File: config.mk
export PLATFORM = sky130hd
export DESIGN_NAME = hdlc_rx_blockfifo
export DESIGN_NICKNAME = d
export VERILOG_FILES = /design/src/rtl/hdlc_rx_pkg.sv /design/src/rtl/hdlc_rx_store.sv /design/src/rtl/hdlc_rx_evq.sv /design/src/rtl/hdlc_rx_wrctl.sv /design/src/rtl/hdlc_rx_blockfifo.sv
export SDC_FILE = /design/constraint.sdc
export NUM_CORES = 1
export LEC_CHECK = 0
export BUFFER_PORTS_ARGS = -buffer_cell sky130_fd_sc_hd__buf_4
export CORE_UTILIZATION = 60
export DETAILED_ROUTE_END_ITERATION = 12
export GPL_TIMING_DRIVEN = 0
export MAX_ROUTING_LAYER = met4
export PLACE_DENSITY = 0.73
export SLEW_MARGIN = 0
export SYNTH_ARGS = -nofsm -noshare
export SYNTH_HDL_FRONTEND = slang
export SYNTH_SLANG_ARGS = --single-unit
File: constraint.sdc
create_clock -name clk -period 6.4 [get_ports clk]
set_clock_uncertainty 0.1 [all_clocks]
set_input_delay 1.28 -clock clk [delete_from_list [all_inputs] [get_ports clk]]
set_output_delay 1.28 -clock clk [all_outputs]
set_load 0.01 [all_outputs]
File: src/rtl/hdlc_rx_pkg.sv
package hdlc_rx_pkg;
    typedef enum logic [1:0] {
        WS_IDLE = 2'd0,
        WS_RECV = 2'd1,
        WS_SKIP = 2'd2
    } wstate_e;

    localparam logic EV_POOL = 1'b0;
    localparam logic EV_END  = 1'b1;

    localparam int ST_ABORT = 0;
    localparam int ST_CRC   = 1;
    localparam int ST_OVF   = 2;
endpackage

File: src/rtl/hdlc_rx_store.sv
module hdlc_rx_store #(
    parameter int DEPTH = 64,
    parameter int AW    = 6
) (
    input  logic          clk,
    input  logic          we,
    input  logic [AW-1:0] waddr,
    input  logic [7:0]    wdata,
    input  logic [AW-1:0] raddr,
    output logic [7:0]    rdata
);
    logic [7:0] mem_q [DEPTH];

    always_ff @(posedge clk) begin
        if (we) begin
            mem_q[waddr] <= wdata;
        end
    end

    assign rdata = mem_q[raddr];
endmodule

File: src/rtl/hdlc_rx_evq.sv
module hdlc_rx_evq #(
    parameter int QDEPTH = 16,
    parameter int CW     = 7,
    parameter int LEN_W  = 12,
    parameter int QCW    = 5
) (
    input  logic             clk,
    input  logic             rst_n,
    input  logic             push,
    input  logic             push_kind,
    input  logic [CW-1:0]    push_seg,
    input  logic [LEN_W-1:0] push_flen,
    input  logic             pop,
    output logic             head_valid,
    output logic             head_kind,
    output logic [CW-1:0]    head_seg,
    output logic [LEN_W-1:0] head_flen,
    output logic [QCW-1:0]   count
);
    localparam int QAW = (QDEPTH > 1) ? $clog2(QDEPTH) : 1;
    localparam logic [QCW-1:0] Q_FULL = QCW'(QDEPTH);
    localparam logic [QAW-1:0] Q_LAST = QAW'(QDEPTH - 1);

    typedef struct packed {
        logic [QAW-1:0] rd;
        logic [QAW-1:0] wr;
        logic [QCW-1:0] cnt;
    } qptr_s;

    qptr_s p_q, p_d;
    logic do_push, do_pop;

    logic             kind_m [QDEPTH];
    logic [CW-1:0]    seg_m  [QDEPTH];
    logic [LEN_W-1:0] flen_m [QDEPTH];

    function automatic logic [QAW-1:0] step(input logic [QAW-1:0] p);
        return (p == Q_LAST) ? '0 : p + 1'b1;
    endfunction

    always_comb begin
        p_d     = p_q;
        do_push = push && (p_q.cnt < Q_FULL);
        do_pop  = pop && (p_q.cnt != '0);
        if (do_push) begin
            p_d.wr = step(p_q.wr);
        end
        if (do_pop) begin
            p_d.rd = step(p_q.rd);
        end
        if (do_push && !do_pop) begin
            p_d.cnt = p_q.cnt + 1'b1;
        end else if (do_pop && !do_push) begin
            p_d.cnt = p_q.cnt - 1'b1;
        end
    end

    always_ff @(posedge clk) begin
        if (!rst_n) begin
            p_q <= '0;
        end else begin
            p_q <= p_d;
        end
    end

    generate
        for (genvar i = 0; i < QDEPTH; i++) begin : g_slot
            always_ff @(posedge clk) begin
                if (do_push && (p_q.wr == QAW'(i))) begin
                    kind_m[i] <= push_kind;
                    seg_m[i]  <= push_seg;
                    flen_m[i] <= push_flen;
                end
            end
        end
    endgenerate

    assign head_valid = (p_q.cnt != '0);
    assign head_kind  = kind_m[p_q.rd];
    assign head_seg   = seg_m[p_q.rd];
    assign head_flen  = flen_m[p_q.rd];
    assign count      = p_q.cnt;

    p_push_room_r10: assert property (@(posedge clk) disable iff (!rst_n)
        push |-> (count < Q_FULL));
    p_pop_valid_r7: assert property (@(posedge clk) disable iff (!rst_n)
        pop |-> head_valid);
endmodule

File: src/rtl/hdlc_rx_wrctl.sv
module hdlc_rx_wrctl
    import hdlc_rx_pkg::*;
#(
    parameter int BLK    = 32,
    parameter int DEPTH  = 64,
    parameter int QDEPTH = 16,
    parameter int AW     = 6,
    parameter int CW     = 7,
    parameter int QCW    = 5,
    parameter int LEN_W  = 12
) (
    input  logic             clk,
    input  logic             rst_n,
    input  logic             rx_valid,
    input  logic [7:0]       rx_data,
    input  logic             rx_first,
    input  logic             rx_close,
    input  logic             rx_abort,
    input  logic             rx_crc_bad,
    input  logic             host_discard,
    input  logic [CW-1:0]    freed,
    input  logic [QCW-1:0]   q_count,
    output logic             we,
    output logic [AW-1:0]    waddr,
    output logic [7:0]       wdata,
    output logic             push,
    output logic             push_kind,
    output logic [CW-1:0]    push_seg,
    output logic [LEN_W-1:0] push_flen,
    output logic             frame_lost,
    output logic             qovf
);
    localparam logic [CW-1:0]  BUF_SIZE = CW'(DEPTH);
    localparam logic [CW-1:0]  BLK_SIZE = CW'(BLK);
    localparam logic [CW-1:0]  ROOM_MIN = CW'(2);
    localparam logic [QCW-1:0] Q_FULL   = QCW'(QDEPTH);
    localparam logic [QCW-1:0] Q_LIM2   = QCW'(QDEPTH - 2);

    typedef struct packed {
        wstate_e          st;
        logic [AW-1:0]    wp;
        logic [CW-1:0]    used;
        logic [CW-1:0]    seg;
        logic [LEN_W-1:0] flen;
        logic             ovf;
        logic             qovf;
        logic             lost;
    } wr_s;

    wr_s s_q, s_d;
    logic [CW-1:0]    room;
    logic [CW-1:0]    seg_inc;
    logic [LEN_W-1:0] flen_inc;

    always_comb begin
        s_d       = s_q;
        s_d.lost  = 1'b0;
        we        = 1'b0;
        waddr     = s_q.wp;
        wdata     = rx_data;
        push      = 1'b0;
        push_kind = EV_POOL;
        room      = BUF_SIZE - s_q.used;
        seg_inc   = s_q.seg + 1'b1;
        flen_inc  = s_q.flen + 1'b1;
        push_seg  = seg_inc;
        push_flen = s_q.flen;

        case (s_q.st)
            WS_IDLE: begin
                if (rx_valid && !rx_close && rx_first) begin
                    if ((room >= ROOM_MIN) && (q_count < Q_FULL)) begin
                        we       = 1'b1;
                        s_d.wp   = s_q.wp + 1'b1;
                        s_d.used = s_q.used + 1'b1;
                        s_d.seg  = CW'(1);
                        s_d.flen = LEN_W'(1);
                        s_d.ovf  = 1'b0;
                        s_d.st   = WS_RECV;
                    end else begin
                        s_d.lost = 1'b1;
                        s_d.st   = WS_SKIP;
                    end
                end
            end
            WS_RECV: begin
                if (host_discard) begin
                    s_d.wp   = s_q.wp - AW'(s_q.seg);
                    s_d.used = s_q.used - s_q.seg;
                    s_d.seg  = '0;
                    s_d.st   = rx_close ? WS_IDLE : WS_SKIP;
                end else if (rx_close) begin
                    we              = 1'b1;
                    wdata           = '0;
                    wdata[ST_ABORT] = rx_abort;
                    wdata[ST_CRC]   = rx_crc_bad;
                    wdata[ST_OVF]   = s_q.ovf;
                    s_d.wp          = s_q.wp + 1'b1;
                    s_d.used        = s_q.used + 1'b1;
                    s_d.seg         = '0;
                    push            = 1'b1;
                    push_kind       = EV_END;
                    s_d.st          = WS_IDLE;
                end else if (rx_valid) begin
                    if (room >= ROOM_MIN) begin
                        we       = 1'b1;
                        s_d.wp   = s_q.wp + 1'b1;
                        s_d.used = s_q.used + 1'b1;
                        s_d.seg  = seg_inc;
                        s_d.flen = flen_inc;
                        if (seg_inc >= BLK_SIZE) begin
                            if (q_count <= Q_LIM2) begin
                                push      = 1'b1;
                                push_kind = EV_POOL;
                                push_flen = flen_inc;
                                s_d.seg   = '0;
                            end else begin
                                s_d.qovf = 1'b1;
                            end
                        end
                    end else begin
                        s_d.ovf = 1'b1;
                    end
                end
            end
            WS_SKIP: begin
                if (rx_close) begin
                    s_d.st = WS_IDLE;
                end
            end
            default: s_d.st = WS_IDLE;
        endcase

        s_d.used = s_d.used - freed;
    end

    always_ff @(posedge clk) begin
        if (!rst_n) begin
            s_q    <= '0;
            s_q.st <= WS_IDLE;
        end else begin
            s_q <= s_d;
        end
    end

    assign frame_lost = s_q.lost;
    assign qovf       = s_q.qovf;

    p_used_bound_r5: assert property (@(posedge clk) disable iff (!rst_n)
        s_q.used <= BUF_SIZE);
    p_close_room_r2: assert property (@(posedge clk) disable iff (!rst_n)
        (s_q.st == WS_RECV && rx_close && !host_discard) |-> (s_q.used < BUF_SIZE));
    p_lost_pulse_r6: assert property (@(posedge clk) disable iff (!rst_n)
        frame_lost |=> !frame_lost);
    p_qovf_sticky_r10: assert property (@(posedge clk) disable iff (!rst_n)
        qovf |=> qovf);
endmodule

File: src/rtl/hdlc_rx_blockfifo.sv
module hdlc_rx_blockfifo #(
    parameter int BLK    = 32,
    parameter int QDEPTH = 16,
    parameter int LEN_W  = 12,
    localparam int DEPTH = 2 * BLK,
    localparam int AW    = $clog2(DEPTH),
    localparam int CW    = $clog2(DEPTH + 1),
    localparam int QCW   = $clog2(QDEPTH + 1)
) (
    input  logic             clk,
    input  logic             rst_n,
    input  logic             rx_valid,
    input  logic [7:0]       rx_data,
    input  logic             rx_first,
    input  logic             rx_close,
    input  logic             rx_abort,
    input  logic             rx_crc_bad,
    input  logic             host_rd,
    input  logic             host_release,
    input  logic             host_discard,
    output logic [7:0]       rd_data,
    output logic             ev_valid,
    output logic             ev_kind,
    output logic [CW-1:0]    ev_seg,
    output logic [LEN_W-1:0] ev_flen,
    output logic             frame_lost,
    output logic             evq_overflow
);
    typedef struct packed {
        logic [AW-1:0] base;
        logic [CW-1:0] off;
    } host_s;

    host_s h_q, h_d;
    logic             pop;
    logic [CW-1:0]    freed;
    logic [AW-1:0]    raddr;
    logic             we;
    logic [AW-1:0]    waddr;
    logic [7:0]       wdata;
    logic             push;
    logic             push_kind;
    logic [CW-1:0]    push_seg;
    logic [LEN_W-1:0] push_flen;
    logic [QCW-1:0]   q_count;

    always_comb begin
        h_d   = h_q;
        pop   = 1'b0;
        freed = '0;
        if (host_release && ev_valid) begin
            pop      = 1'b1;
            freed    = ev_seg;
            h_d.base = h_q.base + AW'(ev_seg);
            h_d.off  = '0;
        end else if (host_rd && ev_valid && (h_q.off < ev_seg)) begin
            h_d.off = h_q.off + 1'b1;
        end
        raddr = h_q.base + AW'(h_q.off);
    end

    always_ff @(posedge clk) begin
        if (!rst_n) begin
            h_q <= '0;
        end else begin
            h_q <= h_d;
        end
    end

    hdlc_rx_wrctl #(
        .BLK(BLK), .DEPTH(DEPTH), .QDEPTH(QDEPTH),
        .AW(AW), .CW(CW), .QCW(QCW), .LEN_W(LEN_W)
    ) u_wrctl (
        .clk(clk), .rst_n(rst_n),
        .rx_valid(rx_valid), .rx_data(rx_data), .rx_first(rx_first),
        .rx_close(rx_close), .rx_abort(rx_abort), .rx_crc_bad(rx_crc_bad),
        .host_discard(host_discard), .freed(freed), .q_count(q_count),
        .we(we), .waddr(waddr), .wdata(wdata),
        .push(push), .push_kind(push_kind), .push_seg(push_seg), .push_flen(push_flen),
        .frame_lost(frame_lost), .qovf(evq_overflow)
    );

    hdlc_rx_evq #(
        .QDEPTH(QDEPTH), .CW(CW), .LEN_W(LEN_W), .QCW(QCW)
    ) u_evq (
        .clk(clk), .rst_n(rst_n),
        .push(push), .push_kind(push_kind), .push_seg(push_seg), .push_flen(push_flen),
        .pop(pop),
        .head_valid(ev_valid), .head_kind(ev_kind), .head_seg(ev_seg), .head_flen(ev_flen),
        .count(q_count)
    );

    hdlc_rx_store #(
        .DEPTH(DEPTH), .AW(AW)
    ) u_store (
        .clk(clk), .we(we), .waddr(waddr), .wdata(wdata),
        .raddr(raddr), .rdata(rd_data)
    );

    p_off_bound_r8: assert property (@(posedge clk) disable iff (!rst_n)
        ev_valid |-> (h_q.off <= ev_seg));
    p_seg_nonzero_r2: assert property (@(posedge clk) disable iff (!rst_n)
        ev_valid |-> (ev_seg != '0));
endmodule

=== After elaboration in Yosys (flattened, before gate mapping) ===
Memories as Yosys holds them, arrays and structs flattened. A register that Yosys moved wholly into a read port is not among the register bits.
Cells that the tools add are included.

* Memories kept: 4
* Output and inout bits: 31
* Register bits: 63
* RAM bits: 832

* Multiplexer cells: 228
* Add/subtract/negate cells: 15
* Reduce and logical (&&, ||, !) cells: 85
* Magnitude comparators: 5
* Bitwise logic cells: 4
* Equal/unequal tests: 27

{| class="wikitable"
|+ Memories
! memory !! depth !! bits a word !! rd ports !! clocked after Yosys merged registers in !! write ports !! line !! source
|-
| u_store.mem_q || 64 || 8 || 1 || 0 || 1 || hdlc_rx_store.sv:12 || <nowiki>logic [7:0] mem_q [DEPTH];</nowiki>
|-
| u_evq.flen_m || 16 || 12 || 1 || 1 || 1 || hdlc_rx_evq.sv:35 || <nowiki>logic [LEN_W-1:0] flen_m [QDEPTH];</nowiki>
|-
| u_evq.seg_m || 16 || 7 || 1 || 1 || 1 || hdlc_rx_evq.sv:34 || <nowiki>logic [CW-1:0] seg_m [QDEPTH];</nowiki>
|-
| u_evq.kind_m || 16 || 1 || 1 || 1 || 1 || hdlc_rx_evq.sv:33 || <nowiki>logic kind_m [QDEPTH];</nowiki>
|}

{| class="wikitable"
|+ Operator list
! cell !! count
|-
| $mux W12 || 22
|-
| $mux W4 || 53
|-
| $reduce_or A12 Y1 || 15
|-
| $mux W7 || 18
|-
| $mux W1 || 116
|-
| $reduce_or A7 Y1 || 15
|-
| $pmux W33 S2 || 1
|-
| $eq A4 B4 Y1 const B || 9
|-
| $mux W35 || 1
|-
| $mux W34 || 1
|-
| $mux W33 || 1
|-
| $mux W32 || 1
|-
| $mux W14 || 2
|-
| $logic_and A1 B1 Y1 || 26
|-
| $mux W8 || 3
|-
| $mux W22 || 1
|-
| $add A7 B1 Y7 const B || 3
|-
| $reduce_and A7 Y1 || 3
|-
| $mux W20 || 1
|-
| $eq A4 B3 Y1 const B || 4
|-
| $reduce_or A1 Y1 || 15
|-
| $sub A7 B7 Y7 || 2
|-
| $add A12 B1 Y12 const B || 1
|-
| $add A6 B6 Y6 || 2
|-
| 32 further kinds || 48
|}

=== Logic depth before layout (Yosys ltp) ===
Gate-level depths: netlist of the first run.

* Word-level depth: 28
* Depth in mapped cells: 19
* Depth with buffers taken out: 17

=== Hierarchy ===
From an unflattened synthesis of the first run, not the netlist that was laid out.

* Cells, all modules: 2,086
* Area, all modules: 37,353.3 µm²

{| class="wikitable"
|+ Modules (own cells, without submodules)
! module !! seq. area each (µm²) !! area each (µm²) !! instances !! cells each
|-
| hdlc_rx_store || 15,374.7 || 20,006.7 || 1 || 932
|-
| hdlc_rx_evq || 9,949.5 || 13,050.0 || 1 || 610
|-
| hdlc_rx_wrctl || 740.7 || 3,143.0 || 1 || 404
|-
| hdlc_rx_blockfifo || 260.2 || 1,153.6 || 1 || 140
|}

=== Worst setup path before layout of the first run ===
Ideal clock, no wire load.

* Path type: flip-flop to output port
* From: register h_q[0] in the netlist's numbering
* To: output port rd_data[0]
* Arrival: 2.962 ns
* Cell stages (with the launch flop): 10
* Path slack: 2.058 ns
* Required time: 5.020 ns
* Cells stage by stage: dfxtp_1 -> ha_1 -> fa_1 -> buf_2 -> buf_1 -> clkbuf_1 -> mux4_2 -> mux4_2 -> mux2i_1 -> a21oi_1

* Word-level cells in the longest chain between the ends: 2

{| class="wikitable"
|+ Ends and longest elaborated chain
! what !! line !! source
|-
| start: declaration || hdlc_rx_blockfifo.sv:34 || <nowiki>host_s h_q, h_d;</nowiki>
|-
| start signal: assignment || hdlc_rx_blockfifo.sv:64 || <nowiki>h_q <= '0;</nowiki>
|-
| start signal: assignment || hdlc_rx_blockfifo.sv:66 || <nowiki>h_q <= h_d;</nowiki>
|-
| $add A6 B6 Y6 || hdlc_rx_blockfifo.sv:59 || <nowiki>raddr = h_q.base + AW'(h_q.off);</nowiki>
|-
| $mem_v2 Z64 W8 || n/a ||
|-
| end: declaration || hdlc_rx_blockfifo.sv:21 || <nowiki>output logic [7:0] rd_data,</nowiki>
|}

No other way between the ends.

=== Worst setup path after layout of the first run ===
* From: register h_q[0] in the netlist's numbering
* To: output port rd_data[6]

The elaborated chain is that of the path after synthesis.

==> results of run 1 <==
-- logic make-up (layout without fill, tap and decap cells) --
kind of cell	after synthesis	count (layout)	synth area share [%]
XOR/XNOR	56	56	1.33
multiplexers	280	280	16.5
AO/OA/AOI/OAI	169	169	2.91
buffers and inverters	128	353	1.48
adder cells (fa/ha/maj)	56	56	2.03
flip-flops	899	899	71.6
AND/OR/NAND/NOR	321	321	4.20
-- layout by cell type (no fill, tap or decap), types with 7 or more instances in the layout --
| master | n |
|---|---|
| sky130_fd_sc_hd__clkinv_2 | 20 |
| sky130_fd_sc_hd__nor2_1 | 122 |
| sky130_fd_sc_hd__nor2_4 | 13 |
| sky130_fd_sc_hd__nand3_1 | 21 |
| sky130_fd_sc_hd__clkbuf_16 | 88 |
| sky130_fd_sc_hd__mux4_2 | 259 |
| sky130_fd_sc_hd__inv_1 | 36 |
| sky130_fd_sc_hd__a21oi_1 | 68 |
| sky130_fd_sc_hd__or3_1 | 16 |
| sky130_fd_sc_hd__ha_1 | 50 |
| sky130_fd_sc_hd__xnor2_1 | 32 |
| sky130_fd_sc_hd__nor2b_1 | 12 |
| sky130_fd_sc_hd__bufinv_16 | 8 |
| sky130_fd_sc_hd__edfxtp_1 | 832 |
| sky130_fd_sc_hd__o21ai_0 | 15 |
| sky130_fd_sc_hd__clkbuf_1 | 58 |
| sky130_fd_sc_hd__buf_2 | 30 |
| sky130_fd_sc_hd__nand2_1 | 66 |
| sky130_fd_sc_hd__dfxtp_1 | 67 |
| sky130_fd_sc_hd__o21ai_1 | 10 |
| sky130_fd_sc_hd__mux2i_1 | 16 |
| sky130_fd_sc_hd__buf_4 | 52 |
| sky130_fd_sc_hd__a211oi_1 | 16 |
| sky130_fd_sc_hd__and3_1 | 12 |
| sky130_fd_sc_hd__buf_1 | 9 |
| sky130_fd_sc_hd__clkinv_1 | 18 |
| sky130_fd_sc_hd__nand2b_1 | 7 |
| sky130_fd_sc_hd__xor2_1 | 24 |
| sky130_fd_sc_hd__a21o_1 | 16 |
-- area by class of cell --
| type | instances | area share, % |
|---|---|---|
| clock inverter | 60 | 1.35 |
| buffer | 90 | 0.975 |
| multi-input combinational | 882 | 24.3 |
| tap | 782 | 2.37 |
| timing repair buffer | 63 | 1.47 |
| sequential | 899 | 63.7 |
| inverter | 38 | 0.345 |
| clock buffer | 102 | 5.48 |
-- flip-flops by register name (all words and copies together), names as in the netlist, named ones only --
name and flops:
u_evq.kind_m 16, u_wrctl.s_q 29, u_store.mem_q 512, u_evq.p_q 8, u_wrctl.frame_lost 1, u_wrctl.qovf 1
u_evq.seg_m 112, u_evq.flen_m 192, u_evq.count 5, h_q 13, u_wrctl.waddr 6
-- synthesized netlist by cell type, types with 3 or more instances --
cell type,number,area [sq um]
sky130_fd_sc_hd__o21bai_1,3,22.5
sky130_fd_sc_hd__mux2i_1,16,160
sky130_fd_sc_hd__a22oi_1,4,30.0
sky130_fd_sc_hd__nand2b_1,7,43.8
sky130_fd_sc_hd__fa_1,6,120
sky130_fd_sc_hd__nand3_1,21,105
sky130_fd_sc_hd__nor4_1,5,31.3
sky130_fd_sc_hd__xnor2_1,32,280
sky130_fd_sc_hd__mux4_2,259,5830
sky130_fd_sc_hd__xor2_1,24,210
sky130_fd_sc_hd__o21ai_1,10,50.1
sky130_fd_sc_hd__a21oi_1,68,340
sky130_fd_sc_hd__mux2_2,4,45.0
sky130_fd_sc_hd__a211oi_1,16,120
sky130_fd_sc_hd__inv_1,36,135
sky130_fd_sc_hd__clkbuf_1,46,173
sky130_fd_sc_hd__o22ai_1,6,37.5
sky130_fd_sc_hd__ha_1,50,626
sky130_fd_sc_hd__a31oi_1,3,18.8
sky130_fd_sc_hd__nand4_1,4,25.0
sky130_fd_sc_hd__buf_1,9,33.8
sky130_fd_sc_hd__edfxtp_1,832,25000
sky130_fd_sc_hd__o21ai_0,15,75.1
sky130_fd_sc_hd__nor3_1,9,45.0
sky130_fd_sc_hd__dfxtp_1,67,1340
sky130_fd_sc_hd__nor2b_1,17,106
sky130_fd_sc_hd__buf_2,30,150
sky130_fd_sc_hd__nor2_1,135,507
sky130_fd_sc_hd__a21o_1,16,120
sky130_fd_sc_hd__and3_1,12,75.1
sky130_fd_sc_hd__nand3_2,5,50.1
sky130_fd_sc_hd__a41oi_1,5,43.8
sky130_fd_sc_hd__nand2_1,66,248
sky130_fd_sc_hd__or3_1,16,100
sky130_fd_sc_hd__and2_1,3,18.8
sky130_fd_sc_hd__nand4b_1,3,26.3
sky130_fd_sc_hd__buf_4,3,22.5
-- worst max-delay path by stage --
stage,cells past startpoint,slack (ns),end,startpoint
4_1_cts,10,0.05,rd_data[6],h_q[0]
3_5_place_dp,10,0.76,rd_data[6],h_q[0]
6_report,10,0.23,rd_data[6],h_q[0]
2_1_floorplan,9,2.06,rd_data[0],h_q[0]
3_3_place_gp,5,-0.09,u_store.mem_q[36][4],host_discard
5_1_grt,10,0.06,rd_data[6],h_q[0]
-- worst max-delay path, cell delays in order (launching register included) --
cell	delay, ns
sky130_fd_sc_hd__dfxtp_1	0.36
sky130_fd_sc_hd__ha_1	0.25
sky130_fd_sc_hd__fa_1	0.52
sky130_fd_sc_hd__buf_2	0.32
sky130_fd_sc_hd__buf_1	0.63
sky130_fd_sc_hd__clkbuf_1	0.62
sky130_fd_sc_hd__mux4_2	0.45
sky130_fd_sc_hd__mux4_2	0.48
sky130_fd_sc_hd__mux2i_1	0.21
sky130_fd_sc_hd__a21oi_1	0.13
sky130_fd_sc_hd__buf_4	0.18
-- per-stage QoR --
| stage | setup WS [ns] | std cells | utilization [%] | hold WS [ns] | setup TNS, ns |
|---|---|---|---|---|---|
| 6_report | 0.227 | 2916 | 68.4 | 0.391 | 0 |
| 5_1_grt | 0.0581 | 2916 | 68.4 | 0.405 | 0 |
| 4_1_cts | 0.0544 | 2914 | 68.3 | 0.389 | 0 |
| 3_5_place_dp | 0.762 | 2752 | 63.6 | 0.381 | 0 |
| 3_3_place_gp | -0.0860 | 2739 | 63.0 | 0.376 | -7.98 |
| 2_1_floorplan | 2.06 | 1909 | - | 0.331 | 0 |
-- per-layer routing --
| layer | up-vias | track usage, % | share of wire, % |
|---|---|---|---|
| li1 | 8078 | - | - |
| met2 | 824 | 44.1 | 50 |
| met4 | 0 | 9.37 | 3.4 |
| met5 | - | - | 0 |
| met1 | 9789 | 37.6 | 40 |
| met3 | 163 | 4.83 | 7.2 |
-- power by group --
group | total (mW) | internal, mW | switching, mW | leakage [nW]
clock network | 5.09 | 2.88 | 2.21 | 1.37
registers | 6.53 | 6.45 | 0.0792 | 7.84
logic | 4.23 | 2.01 | 2.22 | 3.55
-- repair_timing --
item / in CTS / in global routing
endpoints found under the setup margin: 0 / 1
hold buffers: 0 / 0
resized for setup: 0 / 3
hold endpoints to repair: 0 / 0
==> summary by stage, run 1 <==
Worst setup path
The arrival time of the worst setup path is 4.79 ns. Counting cells, the worst reg-to-reg path comes to 17. The nature of the critical path endpoint is a primary output. The biggest fanout along the worst timing path is 10. The launch point of the worst reg-to-reg path is u_wrctl.s_q[23]. The critical path in this run is classified as reg -> out. The setup check on the worst reg-to-reg path leaves a slack of 1.36 ns. The worst endpoint required time is around 5 ns. The category of the worst setup path launch point is a register. The end of the worst register-to-register path is u_wrctl.s_q[28].

Synth
The mapped netlist covers 36800 sq um. The flip-flop and latch count after synthesis is about 900. The average cell area after synthesis is 19.3 sq um. Summing the sequential cell areas from Yosys gives 71.6% of the chip area. Synthesis instantiated 74 different standard cells from the library. The dominant register cell in the synthesized netlist is sky130_fd_sc_hd__edfxtp_1. During synthesis, Yosys emitted a total of 0 warnings. In the synthesized netlist, the number of instances is 1909. For this run, asynchronously set or reset flops after synthesis account for 0%. The synthesized net count is around 2000.

The number of enable flip-flop cells after synthesis is 832.

Hold path
The type of the worst min-delay path is reg -> reg. The worst hold path begins at h_q[11]. Along the worst hold path, the cell count comes to 2. The worst hold path terminates at h_q[11].

STA
Static timing analysis puts the maximum clock frequency at between 150 and 200 MHz. The final count of pins violating max slew came to 0. The worst-margin pin slew is 1.40 ns. Setup violations remaining at the end of the flow were counted as 0. The hold violation total from the final report came to 0. The final critical path takes up 96.5% of the cycle. Setup repair after global routing left no endpoint under its margin.

The headroom to the max-slew limit is 6.97%. The worst path in the final design needs a cycle of 6.17 ns, including I/O delays and setup.

Cells and area
The number of fillers in the final layout is 3717. The area added between synthesis and finish is 12.4%. The summed area of non-filler cells in the final layout is a little over 40000 sq um.

In the final layout, the multi-input gates occupy 10100 sq um. The number of antenna diodes in the final layout is 0. The fraction of layout cells with a size suffix above 1 is 25.1%. The footprint of the flip-flops and latches is 26300 sq um.

For this run, the post-layout net count is 2136.

Pwr
For this design the static power due to leakage is 12.8 nW. The largest vdd supply drop is ~0.00029 V. Power spread over the standard cell area amounts to 384 nW/um^2. The total power is 15.9 mW.

Clock tree
The tree is rooted in a sky130_fd_sc_hd__clkbuf_16. In this run the post-CTS setup repair buffer count came out at 0. The later pin in the worst-skew pair is clocked with a latency of approximately 0.65 ns.

The number of levels in the clock H-tree is 3. No sink is reached through more buffers than the 3 on the longest clock path. The number of clock sinks is between 800 and 900.

The clock tree from TritonCTS is done. The clock edge transition at the registers on the reported setup and hold paths is about 0.06 ns. The CTS buffer count is about 90.

Route
Once detail routing completed, the nets flagged for antenna violations numbered 0. For this block, the routed nets add up to 82.6 mm of wire. For this run, the detailed router's first-pass iteration total came to 5. The routed layout has approximately 19000 vias. The initial DRC count is approximately 2100. Dividing the detail-routed wire length by the instance count gives 28.3 microns. For this run, design rule violations remaining after detail routing come to 0. The routed via count divided by cell count is approximately 6.5.

Floorplan
The core region area is 60500 sq um. The die extent in x is 250 microns. The chip height is 250 microns. The row count is 90. The number of top-level pins is 49.

Once the floorplan was initialized, standard cells occupied 60.8% of the core. The die covers between 60000 and 70000 sq um.

Place
At the end of routability-driven placement, the weighted congestion stood at 0.898. In this run the cell area measured after placement is 38500 sq um. Input and output buffers added on the ports amount to 48. Detailed placement finished with a half-perimeter wire length of 51.9 mm.

Global route
The via count of the first global-routing pass is between 15000 and 20000. The total overflow left after global routing is 0. The pin count of the biggest net entering global routing is 65. The global-route total usage across every layer is ~28%.

The first-pass GRT wire length is approximately 120 mm. The number of antenna violations at the first check in global routing is 0.

Outcome
The flow ran to the end, and the final reports show no timing, DRC or antenna violations.

Run
The tool flagged a number of max-cap violations equal to 0.
No activity file was read; power rests on OpenSTA's default activity.
==> run 2: changes to the inputs <==
ABC_AREA = 1   (was default)
==> run 2 against run 1 <==
Count of clock-buffer cells in the layout grew 12; maximum frequency grew 4.7%; highest routed layer unchanged; critical path type unchanged; core utilization grew 0.31 points.
==> summary by stage, run 2 <==
Cells and area
The library cell used most frequently in the layout, excluding fill and tap cells, is sky130_fd_sc_hd__edfxtp_1. At the end of the flow the core is filled with cells to roughly 69%. After filler insertion, the fill cell instance count of the layout stands at ~4500.

Ranked by flip-flop count, first place goes to u_store.mem_q. Cells with a size suffix above 1 make up 8.40% of the layout. The flip-flop count of the largest register, all copies and words added is 512. The area added between synthesis and finish is 12.2%.

The number of nets in the layout is 3457. In the layout the commonest cells are sky130_fd_sc_hd__edfxtp_1 (832), sky130_fd_sc_hd__nor2_1 (573), sky130_fd_sc_hd__o21ai_0 (451). The largest registers in the layout are u_store.mem_q: 512 flops, u_evq.flen_m: 192 flops, u_evq.seg_m: 112 flops. Summing all non-filler instances in the final layout gives an area of 42600 sq um. 0 antenna diodes ended up in the layout.

Synth
In this run the mean area of a mapped cell was 11.8 sq um. The share of flip-flops with an asynchronous set or reset is 0%. The synthesized design devotes to its leading area cell type 65.8% of total area. The portion of the post-synthesis area used by sequential elements is between 60% and 70%. By instance count, the leading cell after synthesis is sky130_fd_sc_hd__edfxtp_1. The number of nets handed over by synthesis was 3301. The biggest area consumer among synthesized cells is sky130_fd_sc_hd__edfxtp_1. The yosys synthesis warning count is 0.

The number of enable flip-flop cells after synthesis is about 830. In the synthesized netlist, the cells that appear most often are sky130_fd_sc_hd__edfxtp_1 (832), sky130_fd_sc_hd__nor2_1 (594), sky130_fd_sc_hd__o21ai_0 (455). Sorting the synthesized cells by area gives the leading types as sky130_fd_sc_hd__edfxtp_1 (66%), sky130_fd_sc_hd__o21ai_0 (6.0%), sky130_fd_sc_hd__nor2_1 (5.9%), sky130_fd_sc_hd__dfxtp_1 (3.5%), sky130_fd_sc_hd__nand2_1 (3.3%). After synthesis the netlist holds a flip-flop and latch count of roughly 900. After synthesis the cells add up to 38000 sq um. The cell count after synthesis is between 3000 and 4000. For this run, the leading register cell type out of synthesis is sky130_fd_sc_hd__edfxtp_1. The number of unique standard cell types used by synthesis is 49.

Clock tree
The CTS buffer count is 89. The clock drives 899 sinks. The latest clock arrival within the worst-skew pair is approximately 0.67 ns. CTS built an H-tree with a depth of 3. The number of gates resized after CTS was 0. In this run the clock root is driven by a sky130_fd_sc_hd__clkbuf_16. The setup fix buffers added after clock tree synthesis is 0. For this design, the CTS-stage hold fixing added 0 buffers. TritonCTS built the clock tree. The clock edge transition at the registers on the reported setup and hold paths is 0.06 ns. The largest buffer count on any clock path is 3.

Worst setup path
The endpoint identified for the worst register-to-register timing path is h_q[1]. The biggest fanout along the worst timing path is 10. The arrival time of the worst setup path is 4.52 ns. The setup slack of the most critical reg-to-reg path is roughly 2.0 ns. The critical path in this run is classified as reg -> out. The number of cells on the worst reg-to-reg path is 16. At the worst endpoint, the required time is 5.02 ns. STA classifies the critical path startpoint as a register. The nature of the critical path endpoint is a primary output.

Global route
The first-pass GRT wire length is between 150 and 200 mm. The global-route total usage across every layer is 35.8%. The number of antenna violations at the first check in global routing came to 0.

The remaining global-route overflow is 0. The via count of the first global-routing pass came to 26800. Entering global routing, the biggest net connects 65 pins.

Hold path
The startpoint of the tightest hold check path is u_wrctl.s_q[9]. The type of the worst min-delay path is reg -> reg. The worst hold path terminates at u_wrctl.s_q[9]. The cell depth of the worst hold path is 2.

Route
After detailed routing, the met2 layer carries 53.0 mm of wire. The routed length per placed instance is 25.9 microns. The first detailed-routing pass ran for 7 iterations. The met1 routed wirelength after detailed routing is 40.5 mm. The detailed route wirelength on metal3 is 12.1 mm.

The detail route stage leaves a number of antenna-violating nets equal to 0. For this block, the via count after detailed routing is about 28000. The routed via count divided by cell count is 6.44.

The total length of routed wires is 111 mm. The highest routed metal layer is met4. After detailed routing, the number of remaining DRC violations is 0. For this block, the initial DRC count from the detailed router was 3846.

STA
The worst-margin pin slew is 1.39 ns. Timing would allow up to 170 MHz. The headroom to the max-slew limit is 7.45%. The tightest hold path in the finished design has a slack of 0.394 ns. Setup repair after global routing left no endpoint under its margin.

The hold violation total from the final report is 0. The routed design could run at a clock period as short as 5.90 ns. The final count of pins violating max slew was 0. The final cycle utilization of the critical path is between 90% and 100%. The final-report setup violation count is 0.

Pwr
Overall power consumption after layout is estimated at approximately 19 mW. Summed over all cells, the static leakage comes to roughly 15 nW. The largest vdd supply drop is 0.000287 V. For this design the ratio of total power to cell area is between 400 and 500 nW/um^2.

Floorplan
The full die area is 64300 sq um. For this configuration, the core starts out at a cell density of approximately three fifths. Measured along the y axis, the die boundary spans 254 microns. The core region is 62100 sq um. The row count is between 90 and 100. For this design the top-level I/O count stands at a little under 50. The die extent in x is 254 microns.

Place
During placement, the flow inserted port buffers numbering 48. The HPWL after detailed placement is 73.2 mm. Routability-driven placement finished with a final weighted congestion of ~1.0. The instance area at placement is 39900 sq um.

Run
The max capacitance violation total is 0.

Outcome
The run finished with clean final reports.
-- run 2: worst max path at each step --
stage | from | end | cells after the start
6_report | h_q[0] | rd_data[7] | 12
5_1_grt | h_q[0] | rd_data[2] | 11
4_1_cts | h_q[0] | rd_data[0] | 11
3_5_place_dp | h_q[0] | rd_data[0] | 11
3_3_place_gp | host_discard | u_store.mem_q[17][2] | 6
2_1_floorplan | host_discard | u_store.mem_q[0][2] | 5
-- run 2: worst max-delay path: stages, from the launching register on --
cell                       delay, ns
sky130_fd_sc_hd__dfxtp_1        0.35
sky130_fd_sc_hd__ha_1           0.24
sky130_fd_sc_hd__fa_1           0.57
sky130_fd_sc_hd__inv_1          0.12
sky130_fd_sc_hd__clkbuf_1       0.46
sky130_fd_sc_hd__clkbuf_1       0.42
sky130_fd_sc_hd__o21ai_0        0.19
sky130_fd_sc_hd__o221ai_1       0.28
sky130_fd_sc_hd__nand3_1        0.16
sky130_fd_sc_hd__a21boi_0       0.55
sky130_fd_sc_hd__o21ai_0        0.24
sky130_fd_sc_hd__nand2_1        0.17
sky130_fd_sc_hd__buf_4          0.14
-- run 2: kinds of logic (layout without fill, tap and decap cells) --
logic type,count (synthesis),count (layout),synth area share [%]
muxes,3,3,0.0890
and+or+nand+nor,1102,1102,11.8
AOI/OAI and AO/OA,793,793,12.3
buffers and inverters,330,554,3.55
xor gates and xnor gates,44,44,1.02
adders and majority gates,56,56,1.96
DFF,899,899,69.3
-- run 2: per-layer routing --
metal / global-route usage [%] / vias up
met5: - / -
met4: 17.7 / 0
met3: 5.38 / 327
met2: 56.5 / 1876
met1: 45.7 / 13400
li1: - / 12000
-- run 2: area by class of cell --
class	count	area, sq um	area share (%)
clock inverter	45	394	0.925
buffer	188	813	1.91
timing repair buffer	65	686	1.61
inverter	142	536	1.26
sequential	899	26300	61.8
multi-input combinational	1998	10500	24.5
clock buffer	114	2350	5.52
tap	837	1050	2.46
-- run 2: stage by stage --
stage	worst slack, ns	std cells	setup TNS [ns]
2_1_floorplan	1.85	3227	0
4_1_cts	0.622	4288	0
5_1_grt	0.483	4288	0
3_3_place_gp	-1.66	4112	-124.24
6_report	0.502	4288	0
3_5_place_dp	1.29	4129	0
-- run 2: power by group --
part           leakage (nW)  switching, mW  internal, mW  total [mW]
sequential             8.09         0.0915          6.49        6.58
combinational          5.16           5.23          2.08        7.31
clock                  1.33           2.24          2.77        5.01
